[config.mk]
export PLATFORM = sky130hd
export DESIGN_NAME = dp_collide_arb
export DESIGN_NICKNAME = d
export VERILOG_FILES = /design/src/rtl/arb_pkg.sv /design/src/rtl/arb_port_track.sv /design/src/rtl/arb_fsm.sv /design/src/rtl/arb_wr_gate.sv /design/src/rtl/dp_collide_arb.sv
export SDC_FILE = /design/constraint.sdc
export NUM_CORES = 1
export LEC_CHECK = 0
export ABC_AREA = 1
export BUFFER_PORTS_ARGS = -buffer_cell sky130_fd_sc_hd__buf_2
export CORE_MARGIN = 2
export CORE_UTILIZATION = 35
export DETAILED_ROUTE_END_ITERATION = 7
export PLACE_DENSITY = 0.58
export SETUP_SLACK_MARGIN = 0.3
export SLEW_MARGIN = 20
export SYNTH_ARGS = -nofsm -noshare
export SYNTH_HDL_FRONTEND = slang
export SYNTH_HIERARCHICAL = 1
export SYNTH_SLANG_ARGS = --single-unit
[constraint.sdc]
create_clock -name clk -period 4.6 [get_ports clk]
set_clock_uncertainty 0.2 [all_clocks]
set_input_delay 0 -clock clk [delete_from_list [all_inputs] [get_ports clk]]
set_output_delay 0 -clock clk [all_outputs]
set_load 0.02 [all_outputs]
[src/rtl/arb_pkg.sv]
package arb_pkg;
    typedef enum logic [1:0] {
        ARB_IDLE     = 2'd0,
        ARB_LT_HOLDS = 2'd1,
        ARB_RT_HOLDS = 2'd2
    } arb_state_e;
endpackage

[src/rtl/arb_port_track.sv]
module arb_port_track #(
    parameter int ADDR_W = 12
) (
    input  logic              clk,
    input  logic              rst_n,
    input  logic              en_n,
    input  logic [ADDR_W-1:0] addr,
    output logic              fresh
);
    logic              en_n_q;
    logic [ADDR_W-1:0] addr_q;

    always_ff @(posedge clk or negedge rst_n) begin
        if (!rst_n) begin
            en_n_q <= 1'b1;
            addr_q <= '0;
        end else begin
            en_n_q <= en_n;
            addr_q <= addr;
        end
    end

    // Inputs differ from those seen one cycle earlier
    assign fresh = (en_n != en_n_q) || (addr != addr_q);
endmodule

[src/rtl/arb_fsm.sv]
module arb_fsm
    import arb_pkg::*;
(
    input  logic clk,
    input  logic rst_n,
    input  logic collide,
    input  logic lt_fresh,
    input  logic rt_fresh,
    output logic lt_wait,
    output logic rt_wait
);
    arb_state_e state_q, state_d;
    logic       lt_later;

    // Left loses only when it alone is new; ties go to the left port
    assign lt_later = lt_fresh && !rt_fresh;

    always_comb begin
        state_d = state_q;
        unique case (state_q)
            ARB_IDLE:     if (collide) state_d = lt_later ? ARB_RT_HOLDS : ARB_LT_HOLDS;
            ARB_LT_HOLDS: if (!collide) state_d = ARB_IDLE;
            ARB_RT_HOLDS: if (!collide) state_d = ARB_IDLE;
            default:      state_d = ARB_IDLE;
        endcase
    end

    always_ff @(posedge clk or negedge rst_n) begin
        if (!rst_n) state_q <= ARB_IDLE;
        else        state_q <= state_d;
    end

    always_comb begin
        lt_wait = 1'b0;
        rt_wait = 1'b0;
        if (rst_n && collide) begin
            unique case (state_q)
                ARB_IDLE: begin
                    lt_wait = lt_later;
                    rt_wait = !lt_later;
                end
                ARB_LT_HOLDS: rt_wait = 1'b1;
                ARB_RT_HOLDS: lt_wait = 1'b1;
                default: ;
            endcase
        end
    end

    AST_WAIT_EXCL: assert property (@(posedge clk) disable iff (!rst_n)
        !(lt_wait && rt_wait));
    AST_HOLD_RT: assert property (@(posedge clk) disable iff (!rst_n)
        (rt_wait && collide) |=> (!collide || rt_wait));
    AST_HOLD_LT: assert property (@(posedge clk) disable iff (!rst_n)
        (lt_wait && collide) |=> (!collide || lt_wait));
endmodule

[src/rtl/arb_wr_gate.sv]
module arb_wr_gate (
    input  logic master,
    input  logic own_wait,
    input  logic ext_busy_n,
    input  logic en_n,
    input  logic wr_n,
    output logic inh,
    output logic we
);
    assign inh = master ? own_wait : !ext_busy_n;
    assign we  = !en_n && !wr_n && !inh;
endmodule

[src/rtl/dp_collide_arb.sv]
module dp_collide_arb #(
    parameter int ADDR_W = 12
) (
    input  logic              clk,
    input  logic              rst_n,
    input  logic              cfg_master,
    input  logic              lt_en_n,
    input  logic              lt_wr_n,
    input  logic [ADDR_W-1:0] lt_addr,
    input  logic              rt_en_n,
    input  logic              rt_wr_n,
    input  logic [ADDR_W-1:0] rt_addr,
    input  logic              lt_busy_in_n,
    input  logic              rt_busy_in_n,
    output logic              lt_busy_n,
    output logic              rt_busy_n,
    output logic              lt_wr_inh,
    output logic              rt_wr_inh,
    output logic              lt_we,
    output logic              rt_we
);
    logic collide, lt_fresh, rt_fresh, lt_wait, rt_wait;

    assign collide = !lt_en_n && !rt_en_n && (lt_addr == rt_addr);

    arb_port_track #(.ADDR_W(ADDR_W)) u_lt_track (
        .clk(clk), .rst_n(rst_n), .en_n(lt_en_n), .addr(lt_addr), .fresh(lt_fresh));
    arb_port_track #(.ADDR_W(ADDR_W)) u_rt_track (
        .clk(clk), .rst_n(rst_n), .en_n(rt_en_n), .addr(rt_addr), .fresh(rt_fresh));

    arb_fsm u_fsm (
        .clk(clk), .rst_n(rst_n), .collide(collide),
        .lt_fresh(lt_fresh), .rt_fresh(rt_fresh),
        .lt_wait(lt_wait), .rt_wait(rt_wait));

    assign lt_busy_n = !(cfg_master && lt_wait);
    assign rt_busy_n = !(cfg_master && rt_wait);

    arb_wr_gate u_lt_gate (
        .master(cfg_master), .own_wait(lt_wait), .ext_busy_n(lt_busy_in_n),
        .en_n(lt_en_n), .wr_n(lt_wr_n), .inh(lt_wr_inh), .we(lt_we));
    arb_wr_gate u_rt_gate (
        .master(cfg_master), .own_wait(rt_wait), .ext_busy_n(rt_busy_in_n),
        .en_n(rt_en_n), .wr_n(rt_wr_n), .inh(rt_wr_inh), .we(rt_we));

    AST_NO_DUAL_BUSY: assert property (@(posedge clk) disable iff (!rst_n)
        !(!lt_busy_n && !rt_busy_n));
    AST_MISMATCH_FREE: assert property (@(posedge clk) disable iff (!rst_n)
        (lt_addr != rt_addr) |-> (lt_busy_n && rt_busy_n));
    AST_DISABLED_FREE: assert property (@(posedge clk) disable iff (!rst_n)
        (lt_en_n || rt_en_n) |-> (lt_busy_n && rt_busy_n));
    AST_SLAVE_QUIET: assert property (@(posedge clk) disable iff (!rst_n)
        !cfg_master |-> (lt_busy_n && rt_busy_n));
    AST_LT_BUSY_BLOCKS: assert property (@(posedge clk) disable iff (!rst_n)
        (cfg_master && !lt_busy_n) |-> !lt_we);
    AST_RT_BUSY_BLOCKS: assert property (@(posedge clk) disable iff (!rst_n)
        (cfg_master && !rt_busy_n) |-> !rt_we);
endmodule

==> results.py, run 1 <==
metrics = {
    "final_layout": {
        "num_antenna_cells": 0,
        "layout_common_cells": "nand2_1 (106), inv_1 (71), buf_2 (38)",
        "layout-drive-gt1-share_pct": 16.2,
        "final_common_cell": "nand2_1",
        "num-nets-final": 370,
        "syn2layout_area_growth_pct": 33.8,
        "fillers": 470,
    },
    "route": {
        "detailroute.via_count": 1565,
        "firstDrtPassIters": 4,
        "avgRoutedWirePerCell_um": 8.98,
        "final_antenna_net_count": 0,
        "routed_wl_um": 3480,
        "vias_per_cell": 4.04,
        "drt_iter0_drc": 32,
        "drc": 0,
    },
    "global_route": {
        "grt_max_degree": 30,
        "antenna_found_initial": 0,
        "grt_usage_pct": 13.7,
        "grt_overflow": 0,
        "grt_pass1_vias": 1325,
        "grt_pass1_wl_um": 5660,
    },
    "timing": {
        "setup_viol": 0,
        "setup_ws_ps": 2460,
        "finalHoldViolations": 0,
        "worst_slew_pin_slew_ps": 653,
        "fin_crit_ps": 2140,
        "slew_viol_final": 0,
        "slew_headroom_pct": 56.5,
        "fin_crit_sh_pct": 46.5,
        "rsz0062_at_grt": "false",
        "fin_setup_tns_ps": 0,
        "fmax_mhz": 468,
    },
    "setup_path": {
        "rr_startpoint": "u_rt_track/en_n_q",
        "cp_cell_sequence": "nand2_1 -> nand2_1 -> nand3_2 -> nor2_2 -> nand2_1 -> inv_1 -> nand3_1 -> a21oi_1 -> nand2_1 -> o21ai_1 -> nor2_1 -> buf_2",
        "cp_slowest_cell": "dfstp_2",
        "r2r_cells": 10,
        "start_kind": "register",
        "worstReg2RegEnd": "u_fsm/state_q[1]",
        "regToRegSetupSlack_ps": 3080,
        "cp_common_cell": "nand2_1",
        "cpPeakStageDelay_ps": 540,
        "arrival_ps": 1940,
        "end_kind": "output pin",
        "cp_max_fo": 3,
        "crit_type": "register to output pin",
        "worstPathRequired_ps": 4400,
    },
    "logic_synthesis": {
        "yosysSeqAreaShare_pct": 41.5,
        "ys_types": 16,
        "yosysTopAreaCell": "dfrtp_1",
        "yosysTopAreaCellShare_pct": 38.4,
        "ys_warn_count": 6,
        "synth-seq-cells": 28,
        "syn_nets": 300,
        "synth_cells": 264,
        "synth.area.top_cells": "dfrtp_1 (38%), nand2_1 (23%), inv_1 (16%)",
        "syn-cell-area_um2": 1700,
        "avgSynthCellArea_um2": 6.42,
    },
    "pwr": {
        "combPwrFrac_pct": 25.9,
        "p_sw_share_pct": 29.6,
        "internal_power_mw": 0.389,
        "p_sw_mw": 0.163,
        "irDropWorstVdd_v": 0.000161,
        "leakage_nw": 1.39,
        "seq_power_share_pct": 49.3,
        "pwr-share-clk_pct": 24.8,
        "p_per_area_nw_per_um2": 243,
    },
    "die": {
        "die_w_um": 73.6,
        "fp.coreArea_um2": 4690,
        "start_util_pct": 36.1,
        "die_height_um": 73.6,
        "boundaryPins": 39,
        "dieArea_um2": 5420,
        "num_rows": 25,
    },
    "status": {
        "status": "completed",
    },
    "clocking": {
        "cts-htree-levels": 1,
        "cts_tree": "built",
        "clk_latency_ps": 270,
        "cts_buffers": 3,
        "cts_resized": 0,
        "path_clk_slew_ps": 90,
        "clock_sinks": 28,
        "cts_buffer_depth": 2,
        "cts_root_buf": "clkbuf_8",
    },
    "place": {
        "dp_worst_setup_slack_ps": 2790,
        "gp_congestion": 0.738,
        "hpwl_um": 2600,
        "portBuffers": 38,
    },
    "job": {
        "cap_violations": 0,
    },
    "min_path": {
        "hold_class": "input port to async pin",
    },
}
## area by class of cell
type / count / area (um^2) / share of cell area (%)
multi-input cells: 163 / 718 / 31.7
repair buffers: 65 / 460 / 20.3
clock buffers: 4 / 45.0 / 1.99
well taps: 54 / 67.6 / 2.98
flip-flops and latches: 28 / 703 / 31.0
inverters: 73 / 274 / 12.1
## critical path: cells and delay by family (launching register included)
family | cells | cell delay [ps]
simple gates | 8 | 600
compound gates | 2 | 290
buf+inv | 2 | 230
flops | 1 | 540
## power groups by stage
stage | logic, mW | registers [mW] | clock network, mW
CTS | 0.146 | 0.272 | 0.145
detailed placement | 0.128 | 0.277 | 0
global placement | 0.127 | 0.276 | 0
finish | 0.143 | 0.272 | 0.137
global route | 0.168 | 0.274 | 0.153
floorplan | 0.0823 | 0.275 | 0
## state kept, by name, indices dropped and copies added, names as in the netlist
name               flops
u_lt_track/addr_q     12
u_rt_track/addr_q     12
u_fsm/state_q          2
u_lt_track/en_n_q      1
u_rt_track/en_n_q      1
## routing by layer
metal | part of all wire (%) | up-vias | GRT usage [%]
met5 | 0 | - | 0
met4 | 0.98 | 0 | 3.64
met3 | 3.0 | 4 | 3.29
met2 | 46 | 21 | 22.7
met1 | 50 | 661 | 17.9
li1 | - | 879 | -
## Yosys cell counts
master	number
ha_1	3
inv_2	2
dfstp_2	2
nand3_1	4
or2_0	2
o21ai_1	4
dfrtp_1	26
nor2_1	27
xnor2_1	5
nand3_2	3
nand2_2	2
a21oi_2	1
a21oi_1	3
nor2_2	3
nand2_1	106
inv_1	71
## worst max-delay path by stage
| stage | cells after the start | slack [ps] | end | from |
|---|---|---|---|---|
| finish | 12 | 2460 | lt_we | u_rt_track/en_n_q |
| detailed placement | 12 | 2790 | lt_we | u_rt_track/en_n_q |
| floorplan | 11 | 2770 | lt_we | u_rt_track/en_n_q |
| CTS | 12 | 2450 | lt_we | u_rt_track/en_n_q |
| global route | 16 | 2260 | lt_we | lt_addr[5] |
| global placement | 12 | 2820 | lt_we | u_rt_track/en_n_q |
## logic make-up after synthesis
logic type                 Yosys count  share of synthesized area, %
and+or+nand+nor                    147                          35.0
buffers and inverters               73                          16.2
DFF                                 28                          41.5
AOI/OAI and AO/OA                    8                          2.58
xor gates and xnor gates             5                          2.58
adders and majority gates            3                          2.21
## what timing repair did
item,4_1_cts,5_1_grt
hold buffers,27,0
buffers inserted,0,0
hold endpoints to repair,54,0
## metrics by stage
| stage | util, % | cell area (um^2) | hold WS (ps) | power, mW | instances |
|---|---|---|---|---|---|
| 6_report | 48.3 | 2270 | 81.7 | 0.552 | 387 |
| 5_1_grt | 48.3 | 2270 | 114 | 0.596 | 387 |
| 2_1_floorplan | - | 1700 | -496 | 0.357 | 264 |
| 3_5_place_dp | 41.6 | 1950 | -124 | 0.405 | 356 |
| 3_3_place_gp | 41.6 | 1950 | -122 | 0.403 | 356 |
| 4_1_cts | 48.3 | 2270 | 104 | 0.563 | 387 |
Note: power is estimated with default switching activity, not from simulation.
==> run 2, diff against run 1 <==
--- a/config.mk
+++ b/config.mk
@@ -5,12 +5,12 @@
 export SDC_FILE = /design/constraint.sdc
 export NUM_CORES = 1
 export LEC_CHECK = 0
-export ABC_AREA = 1
+export ABC_AREA = 0
 export BUFFER_PORTS_ARGS = -buffer_cell sky130_fd_sc_hd__buf_2
 export CORE_MARGIN = 2
 export CORE_UTILIZATION = 35
 export DETAILED_ROUTE_END_ITERATION = 7
-export PLACE_DENSITY = 0.58
+export PLACE_DENSITY = 0.62
 export SETUP_SLACK_MARGIN = 0.3
 export SLEW_MARGIN = 20
 export SYNTH_ARGS = -nofsm -noshare
==> constraint.sdc (replaced) <==
create_clock -name clk -period 1.8 [get_ports clk]
set_clock_uncertainty 0.2 [all_clocks]
set_input_delay 0 -clock clk [delete_from_list [all_inputs] [get_ports clk]]
set_output_delay 0 -clock clk [all_outputs]
set_load 0.02 [all_outputs]
==> results.py, run 2 <==
metrics = {
    "status": {
        "status": "finished, violations left",
        "violations": "negative setup slack",
    },
    "logic_synthesis": {
        "ys_warn_count": 6,
        "synth-seq-cells": 28,
        "synth_cells": 109,
        "yosysTopAreaCell": "dfrtp_1",
        "avgSynthCellArea_um2": 12.3,
        "synthFlopType": "dfrtp_1",
        "yosysMostFrequentCell": "dfrtp_1",
        "async_flop_share_pct": 100,
        "synth.area.top_cells": "dfrtp_1 (48%), xnor2_1 (15%), xor2_1 (9.8%)",
        "yosysTopAreaCellShare_pct": 48.5,
        "synth-edff-count": 0,
        "ys_types": 21,
        "syn_nets": 145,
        "synth_top_cells_by_count": "dfrtp_1 (26), xnor2_1 (23), xor2_1 (15)",
        "yosysSeqAreaShare_pct": 52.4,
        "syn-cell-area_um2": 1340,
    },
    "die": {
        "boundaryPins": 39,
        "die_w_um": 65.9,
        "die_height_um": 65.9,
        "start_util_pct": 36.7,
        "dieArea_um2": 4350,
        "fp.coreArea_um2": 3660,
        "num_rows": 22,
    },
    "place": {
        "gp_congestion": 0.725,
        "hpwl_um": 2210,
        "place_area_um2": 1660,
        "dp_worst_setup_slack_ps": -406,
        "placed_cells": 203,
        "portBuffers": 38,
    },
    "setup_path": {
        "endpoint": "rt_we",
        "start_kind": "register",
        "cp_max_fo": 2,
        "regToRegSetupSlack_ps": -10,
        "r2r_cells": 7,
        "startpoint": "u_rt_track/addr_q[3]",
        "end_kind": "output pin",
        "worstReg2RegEnd": "u_fsm/state_q[0]",
        "worstPathRequired_ps": 1600,
        "crit_type": "register to output pin",
        "arrival_ps": 2140,
        "rr_startpoint": "u_lt_track/en_n_q",
    },
    "final_layout": {
        "num_antenna_cells": 0,
        "reg_top3": "u_lt_track/addr_q (12), u_rt_track/addr_q (12), u_fsm/state_q (2)",
        "seqCellArea_um2": 703,
        "final_common_cell": "buf_2",
        "layout_common_cells": "buf_2 (34), dlygate4sd3_1 (27), dfrtp_1 (26)",
        "postLayoutCellArea_um2": 2070,
        "instances_no_fill": 236,
        "layout-drive-gt1-share_pct": 37.8,
        "fillers": 330,
        "multi_input_area_um2": 691,
        "syn2layout_area_growth_pct": 54.4,
        "num-nets-final": 225,
    },
    "route": {
        "drt_iter0_drc": 18,
        "routed_wl_um": 3160,
        "detailroute.via_count": 1066,
        "final_antenna_net_count": 0,
        "drc": 0,
        "vias_per_cell": 4.52,
        "avgRoutedWirePerCell_um": 13.4,
        "firstDrtPassIters": 4,
    },
    "clocking": {
        "cts-htree-levels": 1,
        "cts_buffers": 3,
        "clk_latency_ps": 270,
        "cts_buffer_depth": 2,
        "cts_root_buf": "clkbuf_8",
        "cts_tree": "built",
        "clock_sinks": 28,
        "path_clk_slew_ps": 90,
    },
    "pwr": {
        "p_per_area_nw_per_um2": 635,
        "leakage_nw": 0.912,
        "p_total_mw": 1.32,
        "irDropWorstVdd_v": 0.000366,
    },
    "global_route": {
        "antenna_found_initial": 0,
        "grt_pass1_vias": 1133,
        "grt_usage_pct": 16.2,
        "grt_pass1_wl_um": 5310,
        "grt_max_degree": 29,
        "grt_overflow": 0,
    },
    "timing": {
        "setup_ws_ps": -536,
        "rsz0062_at_grt": "true",
        "fmax_mhz": 428,
        "setup_viol": 7,
        "fin_crit_sh_pct": 130,
        "finalHoldViolations": 0,
        "slew_viol_final": 0,
        "worst_slew_pin_slew_ps": 348,
        "fin_crit_ps": 2340,
        "slew_headroom_pct": 76.8,
    },
    "job": {
        "cap_violations": 0,
    },
    "min_path": {
        "hold_class": "input port to output pin",
    },
}
-- run 2: cell count changes after synthesis, moves of 3 or more --
cell     before  now
nand2_1     106    6
inv_1        71    3
nor2_1       27    4
xnor2_1       5   23
xor2_1        0   15
nand4_1       0    7
o21ai_1       4    0
nand3_2       3    0
nor2_2        3    0
nor4_2        0    3
-- run 2: power breakdown --
group	total, mW	switching, mW	internal, mW
registers	0.674	0.0144	0.660
clock network	0.384	0.188	0.196
logic	0.258	0.118	0.139
-- run 2: cells by family after synthesis --
logic type,after synthesis,share of synthesized area [%]
xor gates and xnor gates,38,24.8
and+or+nand+nor,29,15.5
DFF,28,52.4
AOI/OAI and AO/OA,7,2.98
buffers and inverters,3,0.839
adders and majority gates,3,2.80
muxes,1,0.746
-- run 2: worst min-delay path by stage --
stage / startpoint / slack (ps) / cells past startpoint / to
after floorplan: rst_n / -500 / 0 / u_fsm/state_q[0]
after global placement: rst_n / -140 / 2 / u_lt_track/addr_q[0]
after detailed placement: rst_n / -120 / 2 / u_lt_track/addr_q[9]
after CTS: rt_wr_n / 90 / 3 / rt_we
after global routing: rt_wr_n / 100 / 3 / rt_we
final: lt_wr_n / 90 / 3 / lt_we
-- run 2: stage by stage --
stage	TNS (ps)	hold WS (ps)	utilization, %
after global routing	-3680	98.7	56.6
after detailed placement	-1390	-122	45.2
after global placement	-1230	-139	45.2
after floorplan	-99.2	-496	-
final	-2710	89.9	56.6
after CTS	-3270	92.8	56.0
-- run 2: worst max-delay path: stages (launching register included) --
cell	delay, ps
dfrtp_1	390
xor2_1	170
nor4_2	300
nand4_1	210
nand2b_4	200
a21oi_2	120
nor2_2	50
nand2_1	70
nor4b_4	180
buf_4	180
-- run 2: layer usage --
| metal | up-vias | track usage [%] | share of wire (%) |
|---|---|---|---|
| li1 | 522 | - | - |
| met1 | 514 | 20.8 | 43 |
| met2 | 28 | 28.8 | 51 |
| met3 | 2 | 2.56 | 5.0 |
| met4 | 0 | 3.06 | 0.38 |
| met5 | - | 0 | 0 |
-- run 2: final cells by class --
class	instances	share of cell area (%)
Sequential cell	28	33.9
Multi-Input combinational cell	78	33.3
Timing Repair Buffer	75	26.7
Tap cell	48	2.90
Clock buffer	4	2.66
Inverter	3	0.543
-- run 2: timing repair --
action,4_1_cts,5_1_grt
resized for setup,13,4
cloned,0,0
hold buffers,27,0
setup buffers,2,0
pin swaps,12,7
endpoints found under the setup margin,8,8
hold endpoints to repair,54,0
==> run 3, diff against run 2 <==
--- a/config.mk
+++ b/config.mk
@@ -8,9 +8,9 @@
 export ABC_AREA = 0
 export BUFFER_PORTS_ARGS = -buffer_cell sky130_fd_sc_hd__buf_2
 export CORE_MARGIN = 2
-export CORE_UTILIZATION = 35
+export CORE_UTILIZATION = 45
 export DETAILED_ROUTE_END_ITERATION = 7
-export PLACE_DENSITY = 0.62
+export PLACE_DENSITY = 0.76
 export SETUP_SLACK_MARGIN = 0.3
 export SLEW_MARGIN = 20
 export SYNTH_ARGS = -nofsm -noshare
==> results.py, run 3 (synthesis results as in run 2) <==
metrics = {
    "timing": {
        "setup_viol": 8,
        "slew_headroom_pct": 77.1,
        "fmax_mhz": 390,
        "rsz0062_at_grt": "true",
        "slew_viol_final": 0,
        "worst_slew_pin_slew_ps": 344,
        "setup_ws_ps": -764,
        "fin_crit_ps": 2560,
        "fin_crit_sh_pct": 142,
        "finalHoldViolations": 0,
        "holdWs_ps": 42.5,
    },
    "clocking": {
        "cts_tree": "built",
        "cts_buffers": 3,
        "cts-htree-levels": 1,
        "cts_buffer_depth": 2,
        "path_clk_slew_ps": 140,
        "clock_sinks": 28,
        "cts_root_buf": "clkbuf_4",
        "clk_latency_ps": 330,
    },
    "setup_path": {
        "start_kind": "register",
        "worstPathRequired_ps": 1600,
        "crit_type": "register to output pin",
        "end_kind": "output pin",
        "r2r_cells": 10,
        "cp_max_fo": 2,
        "arrival_ps": 2360,
        "startpoint": "u_lt_track/addr_q[4]",
        "rr_startpoint": "u_lt_track/addr_q[4]",
    },
    "pwr": {
        "p_per_area_nw_per_um2": 604,
        "combPwrFrac_pct": 20.8,
        "seq_power_share_pct": 54.7,
        "pwr-share-clk_pct": 24.4,
        "p_total_mw": 1.23,
        "p_sw_share_pct": 25.2,
        "irDropWorstVdd_v": 0.000596,
        "leakage_nw": 0.914,
        "internal_power_mw": 0.922,
        "p_sw_mw": 0.311,
    },
    "die": {
        "die_w_um": 58.6,
        "die_height_um": 58.6,
        "start_util_pct": 47.9,
        "dieArea_um2": 3440,
        "boundaryPins": 39,
        "fp.coreArea_um2": 2810,
        "num_rows": 19,
    },
    "status": {
        "status": "finished, violations left",
        "violations": "design-rule violations, negative setup slack",
    },
    "final_layout": {
        "postLayoutCellArea_um2": 2040,
        "layout-drive-gt1-share_pct": 36.5,
        "instances_no_fill": 223,
        "num_antenna_cells": 0,
        "reg_top3": "u_lt_track/addr_q (12), u_rt_track/addr_q (12), u_fsm/state_q (2)",
        "final_common_cell": "buf_2",
        "layout_common_cells": "buf_2 (33), dlygate4sd3_1 (27), dfrtp_1 (26)",
        "num-nets-final": 229,
        "syn2layout_area_growth_pct": 52.1,
    },
    "place": {
        "dp_worst_setup_slack_ps": -415,
        "place_area_um2": 1640,
        "hpwl_um": 2120,
        "portBuffers": 38,
        "gp_congestion": 0.752,
        "placed_cells": 187,
    },
    "route": {
        "drt_iter0_drc": 26,
        "avgRoutedWirePerCell_um": 14.9,
        "routed_wl_um": 3330,
        "final_antenna_net_count": 0,
        "detailroute.via_count": 1135,
        "firstDrtPassIters": 6,
        "vias_per_cell": 5.09,
        "drc": 3,
    },
    "global_route": {
        "grt_pass1_wl_um": 5310,
        "grt_overflow": 0,
        "grt_usage_pct": 20.7,
        "grt_pass1_vias": 1178,
        "grt_max_degree": 29,
        "antenna_found_initial": 0,
    },
    "min_path": {
        "hold_class": "input port to async pin",
    },
    "job": {
        "cap_violations": 0,
    },
}
==> run 3: changes by cell type in the layout (fill, tap and decap cells not counted), sizes merged <==
cell	delta
buf	+4
==> run 3: per-layer routing <==
| layer | vias to the layer above | part of all wire, % | global-route usage, % |
|---|---|---|---|
| met5 | - | 0 | 0 |
| met4 | 0 | 1.7 | 9.09 |
| met3 | 6 | 4.8 | 2.20 |
| met2 | 34 | 53 | 36.4 |
| met1 | 563 | 41 | 25.9 |
| li1 | 532 | - | - |
==> run 3: cell type report <==
cell class / count / area (um^2)
Tap cell: 31 / 38.8
Sequential cell: 28 / 703
Inverter: 3 / 11.3
Multi-Input combinational cell: 78 / 663
Fill cell: 201 / 763
Clock buffer: 4 / 36.3
Timing Repair Buffer: 79 / 589
==> run 3: timing repair <==
item | 4_1_cts | 5_1_grt
pin swaps | 5 | 0
hold endpoints to repair | 54 | 0
hold buffers | 27 | 0
resized for setup | 12 | 2
buffers inserted | 3 | 2
endpoints found under the setup margin | 8 | 8
==> run 3: worst max-delay path: stages, from the launching register on <==
cell,delay [ps]
dfrtp_1,420
xnor2_2,210
nand4_1,170
nor4_2,250
nand4_1,170
nor2b_4,170
a21oi_1,130
nor2_1,80
nand2_1,80
nor4b_4,180
buf_4,170
==> run 3: worst paths after layout <==
path                                   endpoint  slack (ps)
max in group asynchronous     u_lt_track/en_n_q        1060
setup reg to reg               u_fsm/state_q[1]        -400
hold reg to reg                u_fsm/state_q[1]         410
setup / recovery                          lt_we        -760
hold / removal             u_lt_track/addr_q[4]          40
min in group clk                          lt_we          90
==> run 3: per-stage QoR <==
stage	utilization [%]	setup TNS, ps
floorplan	-	-99.2
global placement	58.5	-1090
finish	72.8	-4390
global route	72.8	-5020
detailed placement	58.5	-1550
CTS	71.9	-3430
==> run 3: power groups by stage <==
stage                     Combinational [mW]  Sequential (mW)  Clock (mW)
after CTS                              0.251            0.675       0.316
after floorplan                       0.0920            0.684           0
after global placement                 0.195            0.685           0
after global routing                   0.278            0.678       0.339
after detailed placement               0.200            0.687           0
final                                  0.257            0.675       0.301
